**src/rtl/wrb_pkg.sv**
```systemverilog
package wrb_pkg;

    typedef enum logic [1:0] {
        ST_RECALL = 2'd0,
        ST_IDLE   = 2'd1,
        ST_ARMED  = 2'd2,
        ST_BUSY   = 2'd3
    } wrb_state_e;

    typedef enum logic [1:0] {
        RSP_WCR  = 2'd0,
        RSP_DR   = 2'd1,
        RSP_STAT = 2'd2
    } wrb_rsp_e;

endpackage

```
**src/rtl/wrb_tap_decode.sv**
```systemverilog
module wrb_tap_decode #(
    parameter int DATA_W = 8,
    localparam int TAPS  = 1 << DATA_W
) (
    input  logic [DATA_W-1:0] code,
    output logic [TAPS-1:0]   taps
);
    for (genvar i = 0; i < TAPS; i++) begin : g_line
        assign taps[i] = (code == DATA_W'(i));
    end
endmodule

```
**src/rtl/wrb_channel.sv**
```systemverilog
module wrb_channel #(
    parameter int DATA_W    = 8,
    parameter int NUM_DR    = 4,
    parameter int CH        = 0,
    parameter int INIT_BASE = 64,
    localparam int REG_W    = $clog2(NUM_DR)
) (
    input  logic              clk,
    input  logic              rst_n,
    input  logic              recall,
    input  logic              wcr_wr_en,
    input  logic [DATA_W-1:0] wcr_din,
    input  logic              xfr_en,
    input  logic [REG_W-1:0]  xfr_sel,
    input  logic              step_en,
    input  logic              step_up,
    input  logic              commit_en,
    input  logic [REG_W-1:0]  commit_sel,
    input  logic [DATA_W-1:0] commit_data,
    input  logic [REG_W-1:0]  rd_sel,
    output logic [DATA_W-1:0] wcr,
    output logic [DATA_W-1:0] dr_rd
);
    localparam logic [DATA_W-1:0] CODE_MAX = '1;

    logic [DATA_W-1:0] dr_q [NUM_DR];
    logic [DATA_W-1:0] wcr_q;

    for (genvar r = 0; r < NUM_DR; r++) begin : g_dr
        always_ff @(posedge clk or negedge rst_n) begin
            if (!rst_n) begin
                dr_q[r] <= DATA_W'(INIT_BASE + CH * 16 + r);
            end else if (commit_en && commit_sel == REG_W'(r)) begin
                dr_q[r] <= commit_data;
            end
        end
    end

    always_ff @(posedge clk or negedge rst_n) begin
        if (!rst_n) begin
            wcr_q <= '0;
        end else if (recall) begin
            wcr_q <= dr_q[0];
        end else if (wcr_wr_en) begin
            wcr_q <= wcr_din;
        end else if (xfr_en) begin
            wcr_q <= dr_q[xfr_sel];
        end else if (step_en) begin
            if (step_up && wcr_q != CODE_MAX) begin
                wcr_q <= wcr_q + 1'b1;
            end else if (!step_up && wcr_q != '0) begin
                wcr_q <= wcr_q - 1'b1;
            end
        end
    end

    assign wcr   = wcr_q;
    assign dr_rd = dr_q[rd_sel];
endmodule

```
**src/rtl/wrb_ctrl.sv**
```systemverilog
module wrb_ctrl
    import wrb_pkg::*;
#(
    parameter int NUM_POTS    = 4,
    parameter int NUM_DR      = 4,
    parameter int DATA_W      = 8,
    parameter int OP_W        = 4,
    parameter int BUSY_CYCLES = 2000000,
    parameter logic [OP_W-1:0] OP_RD_WCR = 4'h9,
    parameter logic [OP_W-1:0] OP_WR_WCR = 4'hA,
    parameter logic [OP_W-1:0] OP_RD_DR  = 4'hB,
    parameter logic [OP_W-1:0] OP_WR_DR  = 4'hC,
    parameter logic [OP_W-1:0] OP_XFR    = 4'hD,
    parameter logic [OP_W-1:0] OP_GXFR   = 4'h1,
    parameter logic [OP_W-1:0] OP_STEP   = 4'h2,
    parameter logic [OP_W-1:0] OP_RD_ST  = 4'h5,
    localparam int POT_W = $clog2(NUM_POTS),
    localparam int REG_W = $clog2(NUM_DR),
    localparam int CNT_W = $clog2(BUSY_CYCLES + 1)
) (
    input  logic                clk,
    input  logic                rst_n,
    input  logic                cmd_valid,
    input  logic [OP_W-1:0]     cmd_op,
    input  logic [POT_W-1:0]    cmd_pot,
    input  logic [REG_W-1:0]    cmd_reg,
    input  logic [DATA_W-1:0]   cmd_data,
    input  logic                cs_rise,
    input  logic                wp_n,
    output logic                recall,
    output logic [NUM_POTS-1:0] wcr_wr_en,
    output logic [NUM_POTS-1:0] xfr_en,
    output logic [NUM_POTS-1:0] step_en,
    output logic                step_up,
    output logic [NUM_POTS-1:0] commit_en,
    output logic [REG_W-1:0]    commit_sel,
    output logic [DATA_W-1:0]   commit_data,
    output logic                rd_en,
    output wrb_rsp_e            rd_kind,
    output logic                wip
);
    wrb_state_e        state_q, state_d;
    logic [CNT_W-1:0]  cnt_q, cnt_d;
    logic [POT_W-1:0]  pend_pot_q;
    logic [REG_W-1:0]  pend_reg_q;
    logic [DATA_W-1:0] pend_data_q;

    logic cmd_live, nv_free, dr_wr_take, commit_try;

    assign cmd_live   = cmd_valid && (state_q != ST_RECALL);
    assign commit_try = (state_q == ST_ARMED) && cs_rise;
    assign nv_free    = (state_q == ST_IDLE) || ((state_q == ST_ARMED) && !cs_rise);
    assign dr_wr_take = cmd_live && nv_free && (cmd_op == OP_WR_DR) && wp_n;

    // state register
    always_ff @(posedge clk or negedge rst_n) begin
        if (!rst_n) begin
            state_q     <= ST_RECALL;
            cnt_q       <= '0;
            pend_pot_q  <= '0;
            pend_reg_q  <= '0;
            pend_data_q <= '0;
        end else begin
            state_q <= state_d;
            cnt_q   <= cnt_d;
            if (dr_wr_take) begin
                pend_pot_q  <= cmd_pot;
                pend_reg_q  <= cmd_reg;
                pend_data_q <= cmd_data;
            end
        end
    end

    // transitions
    always_comb begin
        state_d = state_q;
        cnt_d   = cnt_q;
        unique case (state_q)
            ST_RECALL: state_d = ST_IDLE;                 // BOOT_DONE
            ST_IDLE: begin
                if (dr_wr_take) state_d = ST_ARMED;       // ARM
            end
            ST_ARMED: begin
                if (cs_rise) begin
                    if (wp_n) begin
                        state_d = ST_BUSY;                // COMMIT
                        cnt_d   = CNT_W'(BUSY_CYCLES - 1);
                    end else begin
                        state_d = ST_IDLE;                // DISCARD
                    end
                end
            end
            ST_BUSY: begin
                if (cnt_q == '0) state_d = ST_IDLE;       // RELEASE
                else             cnt_d   = cnt_q - 1'b1;
            end
            default: state_d = ST_IDLE;
        endcase
    end

    // outputs
    always_comb begin
        recall      = (state_q == ST_RECALL);
        wip         = (state_q == ST_BUSY);
        step_up     = cmd_data[0];
        commit_sel  = pend_reg_q;
        commit_data = pend_data_q;
        for (int p = 0; p < NUM_POTS; p++) begin
            wcr_wr_en[p] = cmd_live && (cmd_op == OP_WR_WCR) && (cmd_pot == POT_W'(p));
            step_en[p]   = cmd_live && (cmd_op == OP_STEP) && (cmd_pot == POT_W'(p));
            xfr_en[p]    = cmd_live && nv_free &&
                           (((cmd_op == OP_XFR) && (cmd_pot == POT_W'(p))) || (cmd_op == OP_GXFR));
            commit_en[p] = commit_try && wp_n && (pend_pot_q == POT_W'(p));
        end
        rd_en   = cmd_live && ((cmd_op == OP_RD_WCR) || (cmd_op == OP_RD_DR) || (cmd_op == OP_RD_ST));
        rd_kind = RSP_STAT;
        if (cmd_op == OP_RD_WCR)     rd_kind = RSP_WCR;
        else if (cmd_op == OP_RD_DR) rd_kind = RSP_DR;
    end
endmodule

```
**src/rtl/quad_wiper_bank.sv**
```systemverilog
module quad_wiper_bank
    import wrb_pkg::*;
#(
    parameter int NUM_POTS    = 4,
    parameter int NUM_DR      = 4,
    parameter int DATA_W      = 8,
    parameter int OP_W        = 4,
    parameter int BUSY_CYCLES = 2000000,
    parameter int INIT_BASE   = 64,
    parameter logic [OP_W-1:0] OP_RD_WCR = 4'h9,
    parameter logic [OP_W-1:0] OP_WR_WCR = 4'hA,
    parameter logic [OP_W-1:0] OP_RD_DR  = 4'hB,
    parameter logic [OP_W-1:0] OP_WR_DR  = 4'hC,
    parameter logic [OP_W-1:0] OP_XFR    = 4'hD,
    parameter logic [OP_W-1:0] OP_GXFR   = 4'h1,
    parameter logic [OP_W-1:0] OP_STEP   = 4'h2,
    parameter logic [OP_W-1:0] OP_RD_ST  = 4'h5,
    localparam int POT_W = $clog2(NUM_POTS),
    localparam int REG_W = $clog2(NUM_DR),
    localparam int TAPS  = 1 << DATA_W
) (
    input  logic                       clk,
    input  logic                       rst_n,
    input  logic                       cmd_valid,
    input  logic [OP_W-1:0]            cmd_op,
    input  logic [POT_W-1:0]           cmd_pot,
    input  logic [REG_W-1:0]           cmd_reg,
    input  logic [DATA_W-1:0]          cmd_data,
    input  logic                       cs_rise,
    input  logic                       wp_n,
    output logic                       rsp_valid,
    output logic [DATA_W-1:0]          rsp_data,
    output logic                       wip,
    output logic [NUM_POTS*DATA_W-1:0] wiper,
    output logic [NUM_POTS*TAPS-1:0]   tap_sel
);
    logic                recall, step_up, rd_en;
    logic [NUM_POTS-1:0] wcr_wr_en, xfr_en, step_en, commit_en;
    logic [REG_W-1:0]    commit_sel;
    logic [DATA_W-1:0]   commit_data;
    wrb_rsp_e            rd_kind;
    logic [DATA_W-1:0]   wcr_arr [NUM_POTS];
    logic [DATA_W-1:0]   dr_arr  [NUM_POTS];
    logic                rsp_valid_q;
    logic [DATA_W-1:0]   rsp_data_q;

    wrb_ctrl #(
        .NUM_POTS(NUM_POTS), .NUM_DR(NUM_DR), .DATA_W(DATA_W), .OP_W(OP_W),
        .BUSY_CYCLES(BUSY_CYCLES),
        .OP_RD_WCR(OP_RD_WCR), .OP_WR_WCR(OP_WR_WCR), .OP_RD_DR(OP_RD_DR),
        .OP_WR_DR(OP_WR_DR), .OP_XFR(OP_XFR), .OP_GXFR(OP_GXFR),
        .OP_STEP(OP_STEP), .OP_RD_ST(OP_RD_ST)
    ) ctrl_i (
        .clk(clk), .rst_n(rst_n), .cmd_valid(cmd_valid), .cmd_op(cmd_op),
        .cmd_pot(cmd_pot), .cmd_reg(cmd_reg), .cmd_data(cmd_data),
        .cs_rise(cs_rise), .wp_n(wp_n), .recall(recall),
        .wcr_wr_en(wcr_wr_en), .xfr_en(xfr_en), .step_en(step_en),
        .step_up(step_up), .commit_en(commit_en), .commit_sel(commit_sel),
        .commit_data(commit_data), .rd_en(rd_en), .rd_kind(rd_kind), .wip(wip)
    );

    for (genvar c = 0; c < NUM_POTS; c++) begin : g_chan
        wrb_channel #(
            .DATA_W(DATA_W), .NUM_DR(NUM_DR), .CH(c), .INIT_BASE(INIT_BASE)
        ) chan_i (
            .clk(clk), .rst_n(rst_n), .recall(recall),
            .wcr_wr_en(wcr_wr_en[c]), .wcr_din(cmd_data),
            .xfr_en(xfr_en[c]), .xfr_sel(cmd_reg),
            .step_en(step_en[c]), .step_up(step_up),
            .commit_en(commit_en[c]), .commit_sel(commit_sel),
            .commit_data(commit_data), .rd_sel(cmd_reg),
            .wcr(wcr_arr[c]), .dr_rd(dr_arr[c])
        );

        wrb_tap_decode #(.DATA_W(DATA_W)) dec_i (
            .code(wcr_arr[c]),
            .taps(tap_sel[c*TAPS +: TAPS])
        );

        assign wiper[c*DATA_W +: DATA_W] = wcr_arr[c];
    end

    always_ff @(posedge clk or negedge rst_n) begin
        if (!rst_n) begin
            rsp_valid_q <= 1'b0;
            rsp_data_q  <= '0;
        end else begin
            rsp_valid_q <= rd_en;
            if (rd_en) begin
                unique case (rd_kind)
                    RSP_WCR: rsp_data_q <= wcr_arr[cmd_pot];
                    RSP_DR:  rsp_data_q <= dr_arr[cmd_pot];
                    default: rsp_data_q <= {{(DATA_W-1){1'b0}}, wip};
                endcase
            end
        end
    end

    assign rsp_valid = rsp_valid_q;
    assign rsp_data  = rsp_data_q;
endmodule

```
**config.mk**
```make
export PLATFORM = sky130hd
export DESIGN_NAME = quad_wiper_bank
export DESIGN_NICKNAME = d
export VERILOG_FILES = /design/src/rtl/wrb_pkg.sv /design/src/rtl/wrb_tap_decode.sv /design/src/rtl/wrb_channel.sv /design/src/rtl/wrb_ctrl.sv /design/src/rtl/quad_wiper_bank.sv
export SDC_FILE = /design/constraint.sdc
export NUM_CORES = 1
export LEC_CHECK = 0
export ABC_AREA = 1
export BUFFER_PORTS_ARGS = -buffer_cell sky130_fd_sc_hd__buf_4
export CORE_AREA = 2 2 421 423
export CTS_CLUSTER_DIAMETER = 50
export DETAILED_ROUTE_END_ITERATION = 8
export DIE_AREA = 0 0 423 425
export PLACE_DENSITY = 0.3
export SLEW_MARGIN = 20
export SYNTH_ARGS = -nofsm -noshare
export SYNTH_HDL_FRONTEND = slang
export SYNTH_HIERARCHICAL = 1
export SYNTH_SLANG_ARGS = --single-unit
```
**constraint.sdc**
```tcl
create_clock -name clk -period 2.6 [get_ports clk]
set_clock_uncertainty 0.1 [all_clocks]
set_input_delay 0.78 -clock clk [delete_from_list [all_inputs] [get_ports clk]]
set_output_delay 0.78 -clock clk [all_outputs]
set_load 0.05 [all_outputs]
```
==> impl_results.md, run 1 <==
* Failing checks: setup timing
* Number of global-route vias before repair at 25,950
* Crit path max fanout at 16
* List of most frequent post-synthesis cells: nor2_1 (1,264), nand2_1 (795), inv_1 (231), o21ai_0 (212), nand3_1 (191)
* Placed insts at 6,930
* CTS Root Cell: clkbuf_16
* Die Span X at 423 um
* CTS sink count at 204
* Initial antenna violation count at 5
* Req. time, crit path at 1720 ps
* Congestion Overflow GR at 0
* Pins Over Slew Limit at 0
* CP Capture Type: output pin
* Design Power at 31.50 mW
* Initial Utilization at 0.1107
* Max-cap viol count at 0
* Startpoint types: flop
* Die area at 179,800 sq um
* Post-layout worst setup margin at -242.9 ps
* Largest net degree at the start of global routing at 54
* Setup TNS Final at -167,890 ps
* Synth Cell Area at 19,410 sq um
* RSZ-0062 raised after global routing: true
* Share of cells above drive strength 1 at 0.5725
* DRT antenna net count at 0
* GPL Wtd Cong at 0.8065
* WL/cell at 20.25 um
* Hold Fails Final Rpt at 0
* Via count at 27,310
* Vias per inst at 3.865
* CTS tree: done
* PD cells at 765.7 nW/um^2
* Top_reg_cell synth: dfrtp_1
* Leakage at 17.24 nW
* Cells after Synth at 3,418
* Worst vdd ir at 332.5 uV
* Slew @ Worst Pin at 711.0 ps
* Buffers on Ports at 1,086
* WL final at 143,100 um
* Crit path kind: flop to output pin
* Fmax at 351.8 MHz
* Layout Nets at 4,751
* Post-synth EDFFs at 0
* Tmin final at 2843 ps
* Row count at 154
* Die H at 425 um
* Setup-failing EPs final at 1,032
* Hold Crit Class: flop to flop
* Buf/Inv on CP at 3
* CP peak stage delay at 450 ps
* First-pass GRT wire length at 197,900 um
* FF+latch count, synth at 204
* Number of H-tree levels at 2
* Top-count cell post-synth: nor2_1
* TritonRoute pass-1 iters at 5
* Placeable Area at 175,300 sq um
* Syn Area/Cell at 5.680 sq um
* Syn nets at 3,477
* Area contributors post-synth: nor2_1 (24%), dfrtp_1 (20%), nand2_1 (15%)
* Clock Path Buffers at 3
* Drt first-iter violations at 1,525
* Cell family with most CP delay: buffers and inverters
* Status: complete, but fails checks
* Slowest-stage cell, CP: dfrtp_2
* Clk_lat worst skew at 580 ps
* Crit path cell chain: buf_4 -> nor2_4 -> nand2_1 -> buf_12 -> nor2_1 -> buf_6
* Seq/Total Area, Yosys at 0.2660
* Share of the synthesized area in the top cell type at 0.2444
* Total CTS buffers at 41
* Async S/R FF share, synth at 1.000
* Final Util at 0.2346
* Area delta synth->final at 111.9%
* Worst Path Arrival at 1960 ps
* DR DRC count at 0
* Netlist cell types at 48
* Yosys warns at 6
* Slew margin rel. at 0.5260
* Gr usage total at 0.1478
* Tcrit/Tclk final at 1.093
* Yosys top cell by area: nor2_1
* Fin cells at 7,066
* Worst-path clk slew at 50 ps
* Io pins at 1,087
* Post-DP HPWL at 109,300 um
area by class of cell:
cell class | count | area (sq um)
Timing Repair Buffer | 1423 | 14290
Clock buffer | 47 | 1079
Sequential cell | 204 | 5205
Inverter | 246 | 953.4
Tap cell | 2340 | 2928
Clock inverter | 29 | 439.2
Fill cell | 19530 | 134200
Antenna cell | 1 | 2.502
Multi-Input combinational cell | 2776 | 16240
cell usage in the layout, fill, tap and decap left out, drive strengths merged, types with 3 or more instances in the layout:
cell	count
a21oi	51
a22o	3
a22oi	7
buf	1412
bufinv	9
clkbuf	57
clkinv	15
dfrtp	156
dfstp	48
fa	4
ha	34
inv	249
mux2	10
nand2	827
nand3	194
nand3b	17
nand4	16
nor2	1277
nor3	9
o211ai	10
o21a	3
o21ai	238
o22ai	55
or2	8
xor2	7
power by group:
| part | total, mW | switching, mW | internal, mW |
|---|---|---|---|
| combinational | 20.6 | 14.1 | 6.45 |
| clock | 5.99 | 2.08 | 3.92 |
| sequential | 4.94 | 1.18 | 3.76 |
worst reg2reg max path, cell delays in order (launching register included):
cell,delay (ps)
dfrtp_1,330
inv_1,60
ha_1,230
inv_1,60
nand2_1,160
a21oi_2,270
inv_1,130
a21oi_1,400
buf_4,300
nor3_1,130
nand2_4,150
clkinv_4,100
nand2_1,60
o21ai_1,60
metrics by stage:
step	hold slack (ps)	worst slack [ps]	instance area, sq um
finish	381.3	-242.9	41140
global route	415.7	-320.1	41130
CTS	388.0	-262.4	38900
detailed placement	374.1	-317.2	35060
global placement	371.4	-331.0	35060
floorplan	353.0	-267.0	22360
metal layers:
metal,wire length (um),vias to the layer above,GRT usage
li1,-,13270,-
met1,58980,13200,0.1804
met2,74760,702,0.2719
met3,6407,137,0.02179
met4,2968,0,0.03155
met5,0,-,0
flip-flops by register name (all words and copies together) (netlist names):
register	cells
ctrl_i/commit_data	8
rsp_valid	1
g_chan.chan_i/dr_q	128
rsp_data	8
ctrl_i/commit_sel	2
g_chan.chan_i/wcr	32
ctrl_i/state_q	2
ctrl_i/cnt_q	21
ctrl_i/pend_pot_q	2
cells by family after synthesis:
| kind of cell | synth area share |
|---|---|
| XOR/XNOR | 0.004060 |
| flip-flops | 0.2660 |
| AND/OR/NAND/NOR | 0.4873 |
| adder cells (fa/ha/maj) | 0.02604 |
| buffers and inverters | 0.1062 |
| multiplexers | 0.006960 |
| AO/OA/AOI/OAI | 0.1034 |
final timing paths:
path / start / to / slack (ps) / depth (start not counted)
max reg2reg: ctrl_i/state_q[0]$_DFFE_PN0P_ / g_chan[0].chan_i/wcr[1]$_DFFE_PN0P_ / -60 / 13
max in group asynchronous: rst_n / g_chan[1].chan_i/dr_q[16]$_DFFE_PN1P_ / 1070 / 3
min: rsp_data[3]$_DFFE_PN0P_ / rsp_data[3]$_DFFE_PN0P_ / 380 / 2
max: g_chan[1].chan_i/wcr[4]$_DFFE_PN0P_ / tap_sel[483] / -240 / 6
min in group asynchronous: rst_n / ctrl_i/cnt_q[16]$_DFFE_PN0P_ / 580 / 2
min reg2reg: rsp_data[3]$_DFFE_PN0P_ / rsp_data[3]$_DFFE_PN0P_ / 380 / 2
repair_timing:
| item | CTS | global route |
|---|---|---|
| resized for setup | 550 | 529 |
| setup buffers | 31 | 12 |
| gates cloned | 5 | 10 |
| endpoints found under the setup margin | 1032 | 1050 |
| hold buffers | 1 | 0 |
| hold endpoints to repair | 17 | 0 |
| pin swaps | 13 | 27 |
Power figures use the tool's default switching activity.
==> run 2: changes to the inputs <==
--- a/config.mk
+++ b/config.mk
@@ -11,6 +11,7 @@
 export CTS_CLUSTER_DIAMETER = 50
 export DETAILED_ROUTE_END_ITERATION = 8
 export DIE_AREA = 0 0 423 425
+export MAX_ROUTING_LAYER = met4
 export PLACE_DENSITY = 0.3
 export SLEW_MARGIN = 20
 export SYNTH_ARGS = -nofsm -noshare
==> run 2 against run 1 <==
  * The flow still finishes with violations (setup timing)
  * Via count is 0.32% lower
  * Global-route usage is 0.43 points higher
  * Combinational power hardly changed
  * Die area stayed put
  * Routed wire length hardly changed
  * Total power is 0.47% lower
  * Final area is 0.23% lower
  * Sequential power hardly changed
  * Critical path depth stayed put
  * Critical path type unchanged
  * Critical endpoint is now tap_sel[390]
  * Largest power group unchanged
  * Highest routed layer unchanged
==> impl_results.md, run 2 (synthesis results as in run 1) <==
* Pins Over Slew Limit at 0 (unchanged)
* Logic pwr share at 0.651 (-0.002)
* Setup-failing EPs final at 1,032 (unchanged)
* Slew margin rel. at 0.5523 (+0.02636)
* Worst vdd ir at 336.0 uV (+1.1%)
* TritonRoute pass-1 iters at 8 (+3)
* CTS Root Cell: clkbuf_16
* Commonest cells after routing, fill and taps aside: buf_4 (873), nand2_1 (728), nor2_2 (661)
* Highest Signal Layer: met4
* Met2 Wirelength at 74,260 um (-0.67%)
* Io pins at 1,087 (unchanged)
* Final instance area at 41,040 sq um (-0.23%)
* Initial antenna violation count at 6 (+1)
* Crit path kind: flop to output pin
* Status: complete, but fails checks
* Number of global-route vias before repair at 25,960 (+0.027%)
* Post-DP Area at 35,060 sq um (unchanged)
* WL/cell at 20.24 um (about the same)
* Clk_lat worst skew at 580 ps (about the same)
* Worst-path clk slew at 50 ps (about the same)
* Most common cell after layout, fill and taps aside: buf_4
* Buffers on Ports at 1,086 (unchanged)
* RSZ-0062 raised after global routing: true
* Place WS at -317.2 ps (unchanged)
* Clock Path Buffers at 3 (unchanged)
* Internal power at 14.04 mW (-0.68%)
* Largest net degree at the start of global routing at 54 (unchanged)
* Reg2Reg Setup Slack at -50 ps (about the same)
* P_sw at 17.31 mW (-0.30%)
* Hold Crit Start: rsp_data[3]$_DFFE_PN0P_
* CP peak stage delay at 450 ps (about the same)
* Largest register by flop count: g_chan.chan_i/dr_q
* Total CTS buffers at 41 (unchanged)
* Startpoint types: flop
* DRT antenna net count at 0 (unchanged)
* Largest register FFs at 128 (unchanged)
* CP Capture Type: output pin
* Row count at 154 (unchanged)
* FF-to-FF End: g_chan[0].chan_i/wcr[1]$_DFFE_PN0P_
* DR DRC count at 0 (unchanged)
* Die Span X at 423 um (unchanged)
* Via count at 27,220 (-0.32%)
* Tmin final at 2857 ps (+14.14 ps)
* Wl on met1 at 59,400 um (+0.71%)
* Die area at 179,800 sq um (unchanged)
* GPL Wtd Cong at 0.8181 (+1.4%)
* Design Power at 31.35 mW (-0.47%)
* Vias per inst at 3.852 (-0.33%)
* Placeable Area at 175,300 sq um (unchanged)
* Slowest-stage cell, CP: dfrtp_2
* Post-layout worst setup margin at -257.0 ps (-14.14 ps)
* Clock Power Share at 0.191 (about the same)
* Sw frac at 0.5522 (+0.0009291)
* Worst Path Arrival at 1980 ps (+20 ps)
* Congestion Overflow GR at 0 (unchanged)
* Drt first-iter violations at 1,540 (+0.98%)
* Leakage at 17.19 nW (-0.32%)
* Failing checks: setup timing
* Hold Crit Class: flop to flop
* Hold Fails Final Rpt at 0 (unchanged)
* Layout Nets at 4,750 (-0.021%)
* DR WL met3 at 6267 um (-2.2%)
* Hold EP: rsp_data[3]$_DFFE_PN0P_
* Share of cells above drive strength 1 at 0.5705 (-0.001996)
* Crit path max fanout at 16 (unchanged)
* Crit path cell chain: buf_4 -> nor2_4 -> nand2_1 -> buf_12 -> nor2_1 -> buf_6
* Fmax at 350.0 MHz (-0.49%)
* Req. time, crit path at 1720 ps (about the same)
* Max-cap viol count at 0 (unchanged)
* Tcrit/Tclk final at 1.099 (+0.005437)
* PD cells at 763.8 nW/um^2 (-0.25%)
* Gr usage total at 0.1521 (+0.004346)
* CTS sink count at 204 (unchanged)
* Worst Reg-to-Reg Cells at 13 (unchanged)
* WL final at 143,000 um (about the same)
* Initial Utilization at 0.1107 (unchanged)
* Post-DP HPWL at 109,300 um (unchanged)
* Die H at 425 um (unchanged)
* Number of H-tree levels at 2 (unchanged)
* Worst Hold Path Cells at 2 (unchanged)
* Hold Slack at 381.3 ps (-0.006000 ps)
* Slew @ Worst Pin at 671.5 ps (-39.54 ps)
* Area delta synth->final at 111.4%
* First-pass GRT wire length at 198,000 um (about the same)
* CTS tree: done
* R2R Path Start: ctrl_i/state_q[0]$_DFFE_PN0P_
* Part of the power in registers at 0.157 (about the same)
run 2: cell count changes in the layout (fill, tap and decap cells not counted), sizes merged:
cell | before | now
clkinv | 15 | 16
inv | 249 | 248
diode | 1 | 3
clkbuf | 57 | 56
run 2: timing repair:
action	CTS	global route
endpoints found under the hold margin	17	0
pin swaps	13	33
setup endpoints to repair	1032	1050
cloned	5	9
gates resized for setup	550	507
hold buffers	1	0
setup buffers	31	12
run 2: layout make-up:
| cell class | instances | area, sq um |
|---|---|---|
| clock inverter | 29 | 439.2 |
| multi-input combinational | 2776 | 16210 |
| antenna | 3 | 7.507 |
| clock buffer | 47 | 1079 |
| inverter | 246 | 958.4 |
| sequential | 204 | 5205 |
| fill | 19540 | 134300 |
| timing repair buffer | 1422 | 14220 |
| tap | 2340 | 2928 |
run 2: per-layer routing:
metal  up-vias  GRT usage
li1      13280          -
met1     13110     0.1801
met2       685     0.2716
met3       146    0.02219
met4         0    0.03203
met5         -          -
run 2: critical path, delay by kind of cell, from the launching register on:
family | cells | cell delay [ps]
AND/OR/NAND/NOR | 3 | 420
flip-flops | 1 | 450
buffers and inverters | 3 | 520
run 2: through the flow:
stage / instances / TNS [ps] / util
after floorplan: 3418 / -51720 / -
after global placement: 6930 / -3327 / 0.2000
after detailed placement: 6930 / -2715 / 0.2000
after CTS: 7043 / -206510 / 0.2219
after global routing: 7065 / -266000 / 0.2341
final: 7067 / -172670 / 0.2341
run 2: power by group through the flow:
stage	sequential, mW	clock, mW	combinational (mW)
after floorplan	5.46	0	10.2
after global placement	4.98	0	17.9
after detailed placement	4.96	0	17.8
after CTS	4.93	6.17	19.4
after global routing	5.05	6.30	22.0
final	4.93	6.00	20.4
run 2: worst max path at each step:
stage                                              from                                   to
finish              g_chan[1].chan_i/wcr[4]$_DFFE_PN0P_                         tap_sel[390]
global route        g_chan[1].chan_i/wcr[4]$_DFFE_PN0P_                         tap_sel[390]
CTS                 g_chan[1].chan_i/wcr[4]$_DFFE_PN0P_                         tap_sel[351]
detailed placement                              cs_rise  g_chan[0].chan_i/wcr[1]$_DFFE_PN0P_
global placement                                cs_rise  g_chan[0].chan_i/wcr[4]$_DFFE_PN0P_
floorplan           g_chan[1].chan_i/wcr[7]$_DFFE_PN0P_                         tap_sel[384]
